$ cat src/rtl/remote_ir_tx_pkg.sv
package remote_ir_tx_pkg;

  typedef enum logic [1:0] {
    MODE_CONT     = 2'b00,
    MODE_SIX      = 2'b01,
    MODE_EIGHT    = 2'b10,
    MODE_CONT_ALT = 2'b11
  } modSel_t;

  typedef enum logic {
    ST_IDLE = 1'b0,
    ST_SEND = 1'b1
  } txState_t;

  // strobes from control to datapath
  typedef struct packed {
    logic load;    // capture a new byte
    logic shift;   // advance to the next bit
    logic active;  // a bit is on the line
  } txStrobe_t;

endpackage

$ cat src/rtl/remote_ir_tx_ctrl.sv
module remote_ir_tx_ctrl
  import remote_ir_tx_pkg::*;
#(
  parameter int DATA_W = 8
) (
  input  logic      clk,
  input  logic      rstN,
  input  logic      inValid,
  input  logic      inLast,
  input  logic      baudTick,
  input  logic      underrunClr,
  output logic      inReady,
  output logic      busy,
  output logic      underrun,
  output txStrobe_t strobe
);

  localparam int BIT_W = (DATA_W > 1) ? $clog2(DATA_W) : 1;
  localparam logic [BIT_W-1:0] LAST_BIT = BIT_W'(DATA_W - 1);

  txState_t stateQ;
  logic [BIT_W-1:0] bitQ;
  logic lastQ;
  logic underrunQ;

  logic sending, lastBitTick, takeIdle, takeChain, take;

  always_comb begin
    sending     = (stateQ == ST_SEND);
    lastBitTick = sending && baudTick && (bitQ == LAST_BIT);
    takeIdle    = !sending && !underrunQ && baudTick;
    takeChain   = lastBitTick && !lastQ;
    inReady     = takeIdle || takeChain;
    take        = inReady && inValid;
    strobe.load   = take;
    strobe.shift  = sending && baudTick && !lastBitTick;
    strobe.active = sending;
  end

  always_ff @(posedge clk or negedge rstN) begin
    if (!rstN) begin
      stateQ <= ST_IDLE;
      bitQ   <= '0;
      lastQ  <= 1'b0;
    end else if (take) begin
      stateQ <= ST_SEND;
      bitQ   <= '0;
      lastQ  <= inLast;
    end else if (lastBitTick) begin
      stateQ <= ST_IDLE;
      bitQ   <= '0;
    end else if (sending && baudTick) begin
      bitQ <= bitQ + 1'b1;
    end
  end

  always_ff @(posedge clk or negedge rstN) begin
    if (!rstN) begin
      underrunQ <= 1'b0;
    end else if (lastBitTick && !lastQ && !inValid) begin
      underrunQ <= 1'b1;
    end else if (underrunClr) begin
      underrunQ <= 1'b0;
    end
  end

  assign busy     = sending;
  assign underrun = underrunQ;

  // sending begins only on a baud tick
  assert_start_on_tick_R1: assert property (@(posedge clk) disable iff (!rstN)
    $rose(busy) |-> $past(baudTick));

  // flag holds until cleared
  assert_underrun_sticky_R8: assert property (@(posedge clk) disable iff (!rstN)
    underrun && !underrunClr |=> underrun);

  // no new transmission while flagged
  assert_underrun_blocks_R8: assert property (@(posedge clk) disable iff (!rstN)
    underrun && !underrunClr && !busy |=> !busy);

  // flag rises only after an unfed final bit
  assert_underrun_cause_R8: assert property (@(posedge clk) disable iff (!rstN)
    $rose(underrun) |-> $past(busy) && !$past(inValid));

endmodule

$ cat src/rtl/remote_ir_tx_dp.sv
module remote_ir_tx_dp
  import remote_ir_tx_pkg::*;
#(
  parameter int DATA_W      = 8,
  parameter int CNT_W       = 8,
  parameter int BURST_SHORT = 6,
  parameter int BURST_LONG  = 8
) (
  input  logic              clk,
  input  logic              rstN,
  input  txStrobe_t         strobe,
  input  logic [DATA_W-1:0] inData,
  input  logic [CNT_W-1:0]  carrierPeriod,
  input  logic [CNT_W-1:0]  carrierHigh,
  input  logic [1:0]        burstMode,
  output logic              ledOut
);

  localparam int BC_W = $clog2(BURST_LONG + 1);

  logic [DATA_W-1:0] shiftQ;
  logic [CNT_W-1:0]  phaseQ;
  logic [BC_W-1:0]   burstQ;
  logic              ledQ;

  logic            zeroActive, wrap, burstOn, burstSpent, pulseOn;
  logic [BC_W-1:0] burstLimit;

  always_ff @(posedge clk or negedge rstN) begin
    if (!rstN) begin
      shiftQ <= '1;
    end else if (strobe.load) begin
      shiftQ <= inData;
    end else if (strobe.shift) begin
      shiftQ <= {1'b1, shiftQ[DATA_W-1:1]};
    end
  end

  always_comb begin
    case (modSel_t'(burstMode))
      MODE_SIX: begin
        burstOn    = 1'b1;
        burstLimit = BC_W'(BURST_SHORT);
      end
      MODE_EIGHT: begin
        burstOn    = 1'b1;
        burstLimit = BC_W'(BURST_LONG);
      end
      default: begin
        burstOn    = 1'b0;
        burstLimit = '0;
      end
    endcase
    zeroActive = strobe.active && !shiftQ[0];
    wrap       = ({1'b0, phaseQ} + (CNT_W + 1)'(1)) >= {1'b0, carrierPeriod};
    burstSpent = burstOn && (burstQ >= burstLimit);
    pulseOn    = zeroActive && (phaseQ < carrierHigh) && !burstSpent;
  end

  // carrier phase and burst pulse counting, cleared outside zero runs
  always_ff @(posedge clk or negedge rstN) begin
    if (!rstN) begin
      phaseQ <= '0;
      burstQ <= '0;
    end else if (!zeroActive) begin
      phaseQ <= '0;
      burstQ <= '0;
    end else begin
      phaseQ <= wrap ? '0 : phaseQ + 1'b1;
      if (wrap && (burstQ < burstLimit)) burstQ <= burstQ + 1'b1;
    end
  end

  always_ff @(posedge clk or negedge rstN) begin
    if (!rstN) ledQ <= 1'b0;
    else       ledQ <= pulseOn;
  end

  assign ledOut = ledQ;

  // dark whenever no zero bit is on the line
  assert_dark_on_one_R2: assert property (@(posedge clk) disable iff (!rstN)
    !zeroActive |=> !ledOut);

  // burst closed after its pulse count
  assert_burst_cap_R4: assert property (@(posedge clk) disable iff (!rstN)
    burstOn && (burstQ == burstLimit) |=> !ledOut);

  // phase stays inside the programmed period
  assert_phase_range_R3: assert property (@(posedge clk) disable iff (!rstN)
    zeroActive && (carrierPeriod >= 2) |-> phaseQ < carrierPeriod);

endmodule

$ cat src/rtl/remote_ir_tx.sv
module remote_ir_tx
  import remote_ir_tx_pkg::*;
#(
  parameter int DATA_W      = 8,
  parameter int CNT_W       = 8,
  parameter int BURST_SHORT = 6,
  parameter int BURST_LONG  = 8
) (
  input  logic              clk,
  input  logic              rstN,
  input  logic [DATA_W-1:0] inData,
  input  logic              inLast,
  input  logic              inValid,
  output logic              inReady,
  input  logic              baudTick,
  input  logic [CNT_W-1:0]  carrierPeriod,
  input  logic [CNT_W-1:0]  carrierHigh,
  input  logic [1:0]        burstMode,
  input  logic              underrunClr,
  output logic              ledOut,
  output logic              busy,
  output logic              underrun
);

  txStrobe_t strobe;

  remote_ir_tx_ctrl #(
    .DATA_W(DATA_W)
  ) u_ctrl (
    .clk        (clk),
    .rstN       (rstN),
    .inValid    (inValid),
    .inLast     (inLast),
    .baudTick   (baudTick),
    .underrunClr(underrunClr),
    .inReady    (inReady),
    .busy       (busy),
    .underrun   (underrun),
    .strobe     (strobe)
  );

  remote_ir_tx_dp #(
    .DATA_W     (DATA_W),
    .CNT_W      (CNT_W),
    .BURST_SHORT(BURST_SHORT),
    .BURST_LONG (BURST_LONG)
  ) u_dp (
    .clk          (clk),
    .rstN         (rstN),
    .strobe       (strobe),
    .inData       (inData),
    .carrierPeriod(carrierPeriod),
    .carrierHigh  (carrierHigh),
    .burstMode    (burstMode),
    .ledOut       (ledOut)
  );

endmodule

$ cat config.mk
export PLATFORM = sky130hd
export DESIGN_NAME = remote_ir_tx
export DESIGN_NICKNAME = d
export VERILOG_FILES = /design/src/rtl/remote_ir_tx_pkg.sv /design/src/rtl/remote_ir_tx_ctrl.sv /design/src/rtl/remote_ir_tx_dp.sv /design/src/rtl/remote_ir_tx.sv
export SDC_FILE = /design/constraint.sdc
export NUM_CORES = 1
export LEC_CHECK = 0
export ABC_AREA = 1
export BUFFER_PORTS_ARGS = -buffer_cell sky130_fd_sc_hd__buf_2
export CAP_MARGIN = 5
export CORE_MARGIN = 3
export CORE_UTILIZATION = 30
export CTS_CLUSTER_DIAMETER = 120
export DETAILED_ROUTE_END_ITERATION = 7
export PLACE_DENSITY = 0.55
export SKIP_LAST_GASP = 1
export SYNTH_ARGS = -nofsm -noshare
export SYNTH_HDL_FRONTEND = slang
export SYNTH_SLANG_ARGS = --single-unit
$ cat constraint.sdc
create_clock -name clk -period 1.91 [get_ports clk]
set_clock_uncertainty 0.1 [all_clocks]
set_input_delay 0 -clock clk [delete_from_list [all_inputs] [get_ports clk]]
set_output_delay 0 -clock clk [all_outputs]
set_load 0.02 [all_outputs]
==> insert_results.sql, run 1 <==
INSERT INTO impl_metrics (metric_group, metric, value, unit) VALUES
('run_status', 'outcome', 'complete, but fails checks', ''),
('run_status', 'violations', 'setup timing', ''),
('drt', 'post_drt_wl_per_cell', '10.3', 'um'),
('power', 'part_of_the_total_power_dissipated_in_the_clock_network', '0.124', ''),
('critical_path', 'type_of_element_launching_the_critical_path', 'register', ''),
('clock_tree', 'clk_pin_slew_worst_paths', '0.09', 'ns'),
('clock_tree', 'ctsHtreeMaxLevel', '1', ''),
('drt', 'drt-vias-per-instance', '4.41', ''),
('sta', 'worst_slew_pin_slew', '0.606', 'ns'),
('placement', 'placement.setup.worst_slack', '-0.300', 'ns'),
('global_route', 'grt_start_max_net_pins', '28', ''),
('floorplan', 'initial_utilization', '0.321', ''),
('sta', 'final.setup.worst_slack', '-0.265', 'ns'),
('sta', 'maxSlewViolCount', '0', ''),
('synthesis', 'number_of_distinct_standard_cells_referenced_by_the_synthesized_netlist', '28', ''),
('global_route', 'antenna_found_initial', '0', ''),
('synthesis', 'synthArstFlopShare', '1.00', ''),
('critical_path', 'worstSetupPathType', 'reg2reg', ''),
('sta', 'relSlewSlack', '0.596', ''),
('sta', 'setup_repair_after_global_routing_missed_its_margin', 'true', ''),
('final_layout', 'final_layout_size_suffix_gt1_frac', '0.323', ''),
('floorplan', 'floorplan.die.height', '84.1', 'um'),
('synthesis', 'synth.cell_area', '1830', 'um2'),
('synthesis', 'synth-edff-count', '0', ''),
('synthesis', 'synth.yosys.seq_area_share', '0.374', ''),
('sta', 'timing.final.crit_period', '2.17', 'ns'),
('final_layout', 'final-instance-count-excl-fill', '375', ''),
('sta', 'endpoints_failing_hold', '0', ''),
('final_layout', 'n_antenna_cell', '0', ''),
('power', 'p_sw_frac', '0.391', ''),
('synthesis', 'syn_inst', '229', ''),
('drt', 'first_iter_violations', '43', ''),
('critical_path', 'cp.arrival', '2.28', 'ns'),
('sta', 'layout_worst_path_cycle_share', '1.14', ''),
('final_layout', 'final-seq-area', '686', 'um2'),
('synthesis', 'synth_warnings', '0', ''),
('final_layout', 'multi_input_area', '1020', 'um2'),
('clock_tree', 'clk_path_buf_depth', '2', ''),
('final_layout', 'fill_cells', '572', ''),
('job', 'max_cap_violations', '0', ''),
('power', 'power_leakage', '1.41', 'nW'),
('clock_tree', 'clock_net_sink_count', '27', ''),
('floorplan', 'placement_rows', '27', ''),
('clock_tree', 'cts_tree', 'done', ''),
('sta', 'max_freq', '0.460', 'GHz'),
('floorplan', 'core_area', '5710', 'um2'),
('global_route', 'first_global_vias', '1702', ''),
('floorplan', 'design.die.area', '7080', 'um2'),
('critical_path', 'crit_fanout', '5', ''),
('critical_path', 'cp_data_required_time', '2.02', 'ns'),
('drt', 'postRouteAntennaNets', '0', ''),
('global_route', 'grt_pass1_wl', '7160', 'um'),
('power', 'internal_power', '1.56', 'mW'),
('synthesis', 'yosys.area.top_type', 'dfrtp_1', ''),
('sta', 'report.final.setup_viol', '12', ''),
('power', 'seqPwrFrac', '0.381', ''),
('clock_tree', 'cts_inserted_buffers', '3', ''),
('final_layout', 'flow.area_growth_from_synthesis', '36.8', '%'),
('critical_path', 'crit_path_end_kind', 'register', ''),
('floorplan', 'floorplan.io_pins', '36', ''),
('synthesis', 'synth_top_cells_by_area', 'dfrtp_1, ha_1, dfstp_2', ''),
('synthesis', 'commonest_cells_post_synth', 'nand2_1, inv_1, ha_1', ''),
('synthesis', 'synth_top_flop_cell', 'dfrtp_1', ''),
('synthesis', 'postSynthNetCount', '285', ''),
('drt', 'drc_errors', '0', ''),
('synthesis', 'post_synth.cell_area_avg', '8.00', 'um2'),
('critical_path', 'startpoint', 'u_dp.phaseQ[0]', ''),
('power', 'power.density', '1020', 'nW/um2'),
('placement', 'place_inst', '353', ''),
('clock_tree', 'clock_tree.root_cell', 'clkbuf_8', ''),
('power', 'comb_power_share', '0.495', '');
-- layout by cell type (no fill, tap or decap) --
| cell | instances |
|---|---|
| ha_4 | 1 |
| o32ai_1 | 1 |
| nand3_2 | 2 |
| ha_2 | 2 |
| nand2_1 | 44 |
| inv_1 | 44 |
| nor3b_4 | 1 |
| o21a_1 | 1 |
| nor2_4 | 1 |
| nand3b_1 | 1 |
| clkbuf_8 | 3 |
| xor2_2 | 1 |
| nor2_2 | 8 |
| clkbuf_1 | 1 |
| nor2_1 | 13 |
| inv_2 | 2 |
| a22oi_1 | 2 |
| dfrtp_1 | 19 |
| buf_2 | 35 |
| xnor2_1 | 1 |
| buf_6 | 3 |
| ha_1 | 21 |
| o21ai_2 | 1 |
| nand4_1 | 2 |
| nand2_2 | 5 |
| nand3_1 | 22 |
| o21bai_1 | 1 |
| nand2_4 | 3 |
| xor2_1 | 4 |
| a31o_2 | 1 |
| buf_4 | 20 |
| dlygate4sd3_1 | 13 |
| o21ai_0 | 6 |
| clkinv_2 | 1 |
| dfstp_2 | 8 |
| a21oi_1 | 9 |
-- flip-flops by register name, summed over array words and instances, names as in the netlist --
| name | count |
|---|---|
| u_ctrl.underrun | 1 |
| u_ctrl.busy | 1 |
| u_dp.ledOut | 1 |
| u_ctrl.lastQ | 1 |
| u_dp.shiftQ | 8 |
| u_dp.burstQ | 4 |
| u_ctrl.bitQ | 3 |
| u_dp.phaseQ | 8 |
-- path summary, 6_finish.rpt --
check                      depth (start not counted)              end  slack [ns]
hold reg to reg                                    2   u_dp.shiftQ[7]        0.38
min in group asynchronous                          2   u_ctrl.bitQ[0]        0.18
setup / recovery                                  15   u_dp.phaseQ[3]       -0.26
setup reg to reg                                  15   u_dp.phaseQ[3]       -0.26
hold / removal                                     5  u_ctrl.underrun        0.06
max in group asynchronous                          2   u_dp.phaseQ[0]        1.14
-- repair_timing --
item / in CTS / in global routing
endpoints found under the hold margin: 30 / 0
buffers inserted: 1 / 3
cloned: 1 / 0
pin swaps: 2 / 5
hold buffers: 14 / 0
endpoints found under the setup margin: 12 / 17
resized for setup: 8 / 10
-- worst max-delay path: stages, from the launching register on --
cell and delay [ns]:
dfrtp_1 0.42, buf_6 0.13, nand4_1 0.18, buf_4 0.19
o21bai_1 0.11, nand2_1 0.08, inv_1 0.06, ha_1 0.21
nand2_1 0.06, inv_1 0.03, nand2_1 0.05, nand2_1 0.06
nand2_2 0.11, nand2_4 0.09, buf_6 0.14, nor2_1 0.08
-- through the flow --
stage | power (mW) | hold WS, ns
final | 2.57 | 0.0576
after detailed placement | 2.08 | -0.0510
after floorplan | 1.71 | -0.396
after CTS | 2.50 | 0.0537
after global placement | 2.05 | -0.0523
after global routing | 2.85 | 0.0825
-- kinds of logic (layout without fill, tap and decap cells) --
logic type,Yosys count,in the layout,synth area share
buffers and inverters,49,122,0.109
AND/OR/NAND/NOR,101,102,0.252
flip-flops,27,27,0.374
XOR/XNOR,6,6,0.0287
AO/OA/AOI/OAI,22,22,0.0717
adder cells (fa/ha/maj),24,24,0.164
-- power groups by stage --
stage	sequential, mW	clock, mW	combinational, mW
2_1_floorplan	0.975	0	0.739
3_3_place_gp	0.975	0	1.08
4_1_cts	0.969	0.339	1.20
6_report	0.979	0.318	1.27
5_1_grt	1.00	0.364	1.49
3_5_place_dp	0.974	0	1.11
-- cell type report --
| cell class | instances | share of cell area |
|---|---|---|
| inverters | 47 | 0.0709 |
| flip-flops and latches | 27 | 0.274 |
| repair buffers | 71 | 0.195 |
| well taps | 72 | 0.0359 |
| multi-input cells | 154 | 0.406 |
| clock buffers | 4 | 0.0180 |
-- routing by layer --
layer	up-vias	routed length [um]	part of all wire	track usage
met5	-	0	0	0
met4	0	38	0.0098	0.0205
met3	6	174	0.045	0.0265
met2	33	1760	0.45	0.199
met1	745	1900	0.49	0.158
li1	871	-	-	-
Note: power is estimated with default switching activity, not from simulation.
==> run 2, diff against run 1 <==
--- a/config.mk
+++ b/config.mk
@@ -13,7 +13,9 @@
 export CTS_CLUSTER_DIAMETER = 120
 export DETAILED_ROUTE_END_ITERATION = 7
 export PLACE_DENSITY = 0.55
+export SETUP_SLACK_MARGIN = 0.4
 export SKIP_LAST_GASP = 1
 export SYNTH_ARGS = -nofsm -noshare
 export SYNTH_HDL_FRONTEND = slang
+export SYNTH_HIERARCHICAL = 1
 export SYNTH_SLANG_ARGS = --single-unit
==> run 2 against run 1 <==
Net effect:
- the flow still finishes with violations (setup timing)
- clock power up 3%
- non-clock buffer count is 6 higher
- via count rose by 2.9%
- synthesized cell count decreased by 1.7%
- sequential power fell by 4.8%
- critical path type unchanged
==> insert_results.sql, run 2 <==
INSERT INTO impl_metrics (metric_group, metric, value, unit) VALUES
('clock_tree', 'cts_tree', 'done', ''),
('synthesis', 'synth.yosys.seq_area_share', '0.368', ''),
('run_status', 'outcome', 'complete, but fails checks', ''),
('floorplan', 'core_area', '5960', 'um2'),
('synthesis', 'synth.most_common_cell', 'nand2_1', ''),
('critical_path', 'cp_data_required_time', '2.01', 'ns'),
('synthesis', 'synth_top_flop_cell', 'dfrtp_1', ''),
('placement', 'dp_hpwl', '3000', 'um'),
('power', 'power.density', '894', 'nW/um2'),
('clock_tree', 'clk_path_buf_depth', '2', ''),
('power', 'ir_drop', '629', 'uV'),
('synthesis', 'synth-edff-count', '0', ''),
('placement', 'gpl.final_weighted_congestion', '0.795', ''),
('global_route', 'global_route.overflow_total', '0', ''),
('synthesis', 'post_synth_xor_area_fraction', '0.0282', ''),
('synthesis', 'commonest_cells_post_synth', 'nand2_1, inv_1, ha_1', ''),
('sta', 'layout_worst_path_cycle_share', '1.13', ''),
('critical_path', 'timing.rr.start', 'u_dp/phaseQ[1]', ''),
('critical_path', 'cpPeakStageDelay', '0.43', 'ns'),
('global_route', 'grt_pass1_wl', '7410', 'um'),
('floorplan', 'floorplan.io_pins', '36', ''),
('final_layout', 'n_antenna_cell', '0', ''),
('run_status', 'violations', 'setup timing', ''),
('critical_path', 'r2r_cells', '13', ''),
('critical_path', 'crit_path_cell_count', '13', ''),
('synthesis', 'synth.top_cell.area_share', '0.255', ''),
('clock_tree', 'cts_inserted_buffers', '3', ''),
('floorplan', 'floorplan.die.height', '84.8', 'um'),
('global_route', 'grt_start_max_net_pins', '28', ''),
('power', 'power_leakage', '1.47', 'nW'),
('clock_tree', 'clock_net_sink_count', '27', ''),
('final_layout', 'layout_commonest_cell', 'inv_1', ''),
('sta', 'relSlewSlack', '0.589', ''),
('synthesis', 'yosys.area_share.adder', '0.161', ''),
('sta', 'final.setup.worst_slack', '-0.253', 'ns'),
('synthesis', 'synth_warnings', '6', ''),
('global_route', 'first_global_vias', '1725', ''),
('final_layout', 'finalNetCount', '359', ''),
('worst_hold_path', 'hold_path_depth', '4', ''),
('drt', 'first_iter_violations', '35', ''),
('critical_path', 'crit_path_end_kind', 'register', ''),
('critical_path', 'regToRegSetupSlack', '-0.25', 'ns'),
('final_layout', 'top_library_cells_by_usage_in_the_layout_fill_and_taps_aside', 'inv_1, nand2_1, buf_2', ''),
('final_layout', 'flow.area_growth_from_synthesis', '53.9', '%'),
('synthesis', 'synthArstFlopShare', '1.00', ''),
('synthesis', 'number_of_distinct_standard_cells_referenced_by_the_synthesized_netlist', '36', ''),
('final_layout', 'largestRegisters', 'u_dp/phaseQ: 8 flops, u_dp/shiftQ: 8 flops, u_dp/burstQ: 4 flops', ''),
('drt', 'vias', '1703', ''),
('global_route', 'antenna_found_initial', '0', ''),
('worst_hold_path', 'worstHoldPathType', 'in2reg', ''),
('critical_path', 'critPathBufInv', '4', ''),
('synthesis', 'yosys_register_bits', '27', ''),
('synthesis', 'syn_inst', '225', ''),
('sta', 'setup_tns', '-2.76', 'ns'),
('clock_tree', 'ctsHtreeMaxLevel', '1', ''),
('sta', 'maxSlewViolCount', '0', ''),
('drt', 'drt-vias-per-instance', '4.52', ''),
('synthesis', 'post_synthesis_mux_area_share', '0', ''),
('synthesis', 'yosys.area.top_type', 'dfrtp_1', ''),
('drt', 'postRouteAntennaNets', '0', ''),
('synthesis', 'synth_top_cells_by_area', 'dfrtp_1, ha_1, dfstp_2', ''),
('critical_path', 'type_of_element_launching_the_critical_path', 'register', ''),
('final_layout', 'final_layout_size_suffix_gt1_frac', '0.474', ''),
('critical_path', 'worstSetupPathType', 'reg2reg', ''),
('synthesis', 'synth.cell_area', '1860', 'um2'),
('floorplan', 'initial_utilization', '0.313', ''),
('sta', 'report.final.setup_viol', '12', ''),
('sta', 'endpoints_failing_hold', '0', ''),
('power', 'internal_power', '1.56', 'mW'),
('power', 'net-switching-power', '1.00', 'mW'),
('critical_path', 'worst_path_dominant_cell_family', 'simple AND/OR/NAND/NOR gates', ''),
('critical_path', 'critical_path.reg2reg.endpoint', 'u_dp/phaseQ[4]', ''),
('global_route', 'track_usage', '0.123', ''),
('final_layout', 'utilization', '0.481', ''),
('power', 'part_of_the_total_power_dissipated_in_the_clock_network', '0.127', ''),
('power', 'seqPwrFrac', '0.364', ''),
('drt', 'first_pass_iters', '4', ''),
('drt', 'drc_errors', '0', ''),
('sta', 'timing.final.crit_period', '2.16', 'ns'),
('floorplan', 'placement_rows', '28', ''),
('worst_hold_path', 'worstHoldStart', 'burstMode[1]', ''),
('clock_tree', 'clock_tree.root_cell', 'clkbuf_8', ''),
('clock_tree', 'clk_pin_slew_worst_paths', '0.10', 'ns'),
('critical_path', 'critPathSlowestCell', 'dfrtp_1', ''),
('floorplan', 'design.die.area', '7190', 'um2'),
('critical_path', 'crit_fanout', '5', ''),
('power', 'p_sw_frac', '0.392', ''),
('synthesis', 'synth_top_family_by_area', 'simple AND/OR/NAND/NOR gates', ''),
('final_layout', 'fill_cells', '583', ''),
('clock_tree', 'clkLatencyLatePin', '0.27', 'ns'),
('synthesis', 'post_synth_and_or_nand_nor_area_fraction', '0.272', ''),
('synthesis', 'synth_compound_area_frac', '0.0625', ''),
('floorplan', 'chipWidth', '84.8', 'um'),
('sta', 'setup_repair_after_global_routing_missed_its_margin', 'true', ''),
('synthesis', 'post_synth.cell_area_avg', '8.27', 'um2'),
('job', 'max_cap_violations', '0', ''),
('critical_path', 'path_common_cell', 'nand2_1', ''),
('critical_path', 'cp_cell_sequence', 'buf_6 > nand4_1 > o21ai_1 > inv_1 > ha_1 > nand2_1 > inv_1 > nand2_1 > nand2_1 > nand2_2 > nand2_4 > buf_6 > nor3b_2', ''),
('synthesis', 'postSynthNetCount', '281', ''),
('placement', 'port-buffer-count', '35', ''),
('worst_hold_path', 'hold_end', 'u_dp/ledOut', ''),
('power', 'comb_power_share', '0.509', ''),
('critical_path', 'cp.arrival', '2.26', 'ns'),
('drt', 'post_drt_wl_per_cell', '11.5', 'um'),
('drt', 'drt-total-wl', '4350', 'um'),
('sta', 'max_freq', '0.462', 'GHz'),
('sta', 'worst_slew_pin_slew', '0.617', 'ns');
==> run 2: changes by cell type in the layout (fill, tap and decap cells not counted), sizes merged, moves of 3 or more <==
cell / delta
nand4: +6
inv: -4
o21ai: -3
nor3b: +4
nor3: +4
nor2: -12
buf: +7
==> run 2: cells by family after synthesis <==
family | count (synthesis)
buffers and inverters | 49
flip-flops | 27
adder cells (fa/ha/maj) | 24
AND/OR/NAND/NOR | 101
AO/OA/AOI/OAI | 18
XOR/XNOR | 6
==> run 2: worst max path at each step <==
| stage | endpoint | from | slack, ns |
|---|---|---|---|
| CTS | u_dp/phaseQ[1] | u_dp/phaseQ[0] | -0.34 |
| finish | u_dp/phaseQ[4] | u_dp/phaseQ[1] | -0.25 |
| global placement | u_dp/phaseQ[6] | u_dp/phaseQ[0] | -0.39 |
| detailed placement | u_dp/phaseQ[6] | u_dp/phaseQ[0] | -0.41 |
| floorplan | u_dp/phaseQ[4] | u_dp/phaseQ[0] | -0.12 |
| global route | u_dp/burstQ[3] | u_dp/phaseQ[1] | -0.40 |
==> run 2: area by class of cell <==
type	instances	area, um2	share of cell area
clock buffer	3	41.3	0.0144
multi-input combinational	150	1300	0.454
tap	75	93.8	0.0328
clock inverter	1	5.00	0.00175
timing repair buffer	77	553	0.193
sequential	27	689	0.241
inverter	44	183	0.0638
==> run 2: power by group through the flow <==
stage	registers (mW)	clock network (mW)	logic, mW
floorplan	0.925	0	0.655
global placement	0.916	0	0.939
detailed placement	0.918	0	0.955
CTS	0.910	0.345	1.15
global route	0.958	0.365	1.47
finish	0.932	0.326	1.30
==> run 2: layer usage <==
metal | part of all wire | track usage | up-vias | wire [um]
met5 | 0 | 0 | - | 0
met4 | 0.0051 | 0.0259 | 0 | 22
met3 | 0.030 | 0.0177 | 2 | 129
met2 | 0.52 | 0.221 | 24 | 2280
met1 | 0.44 | 0.156 | 792 | 1920
li1 | - | - | 885 | -
==> run 2: timing repair <==
action | CTS | global route
resized for setup | 33 | 33
setup buffers | 11 | 3
pin swaps | 27 | 24
hold buffers | 12 | 0
gates cloned | 1 | 0
endpoints found under the hold margin | 29 | 0
endpoints found under the setup margin | 21 | 24
==> run 2: worst min-delay path, cell delays in order <==
cell and delay [ns]:
buf_2 0.09, ha_1 0.13, a21oi_2 0.05, nor3_2 0.10
==> run 2: stage by stage <==
| step | area [um2] | instances | worst slack (ns) | power [mW] | hold WS [ns] |
|---|---|---|---|---|---|
| 6_report | 2870 | 377 | -0.253 | 2.56 | 0.0414 |
| 5_1_grt | 2870 | 377 | -0.395 | 2.80 | 0.0752 |
| 4_1_cts | 2680 | 374 | -0.342 | 2.40 | 0.0398 |
| 3_5_place_dp | 2270 | 346 | -0.406 | 1.87 | -0.0471 |
| 3_3_place_gp | 2270 | 346 | -0.387 | 1.85 | -0.0401 |
| 2_1_floorplan | 1930 | 225 | -0.119 | 1.58 | -0.396 |
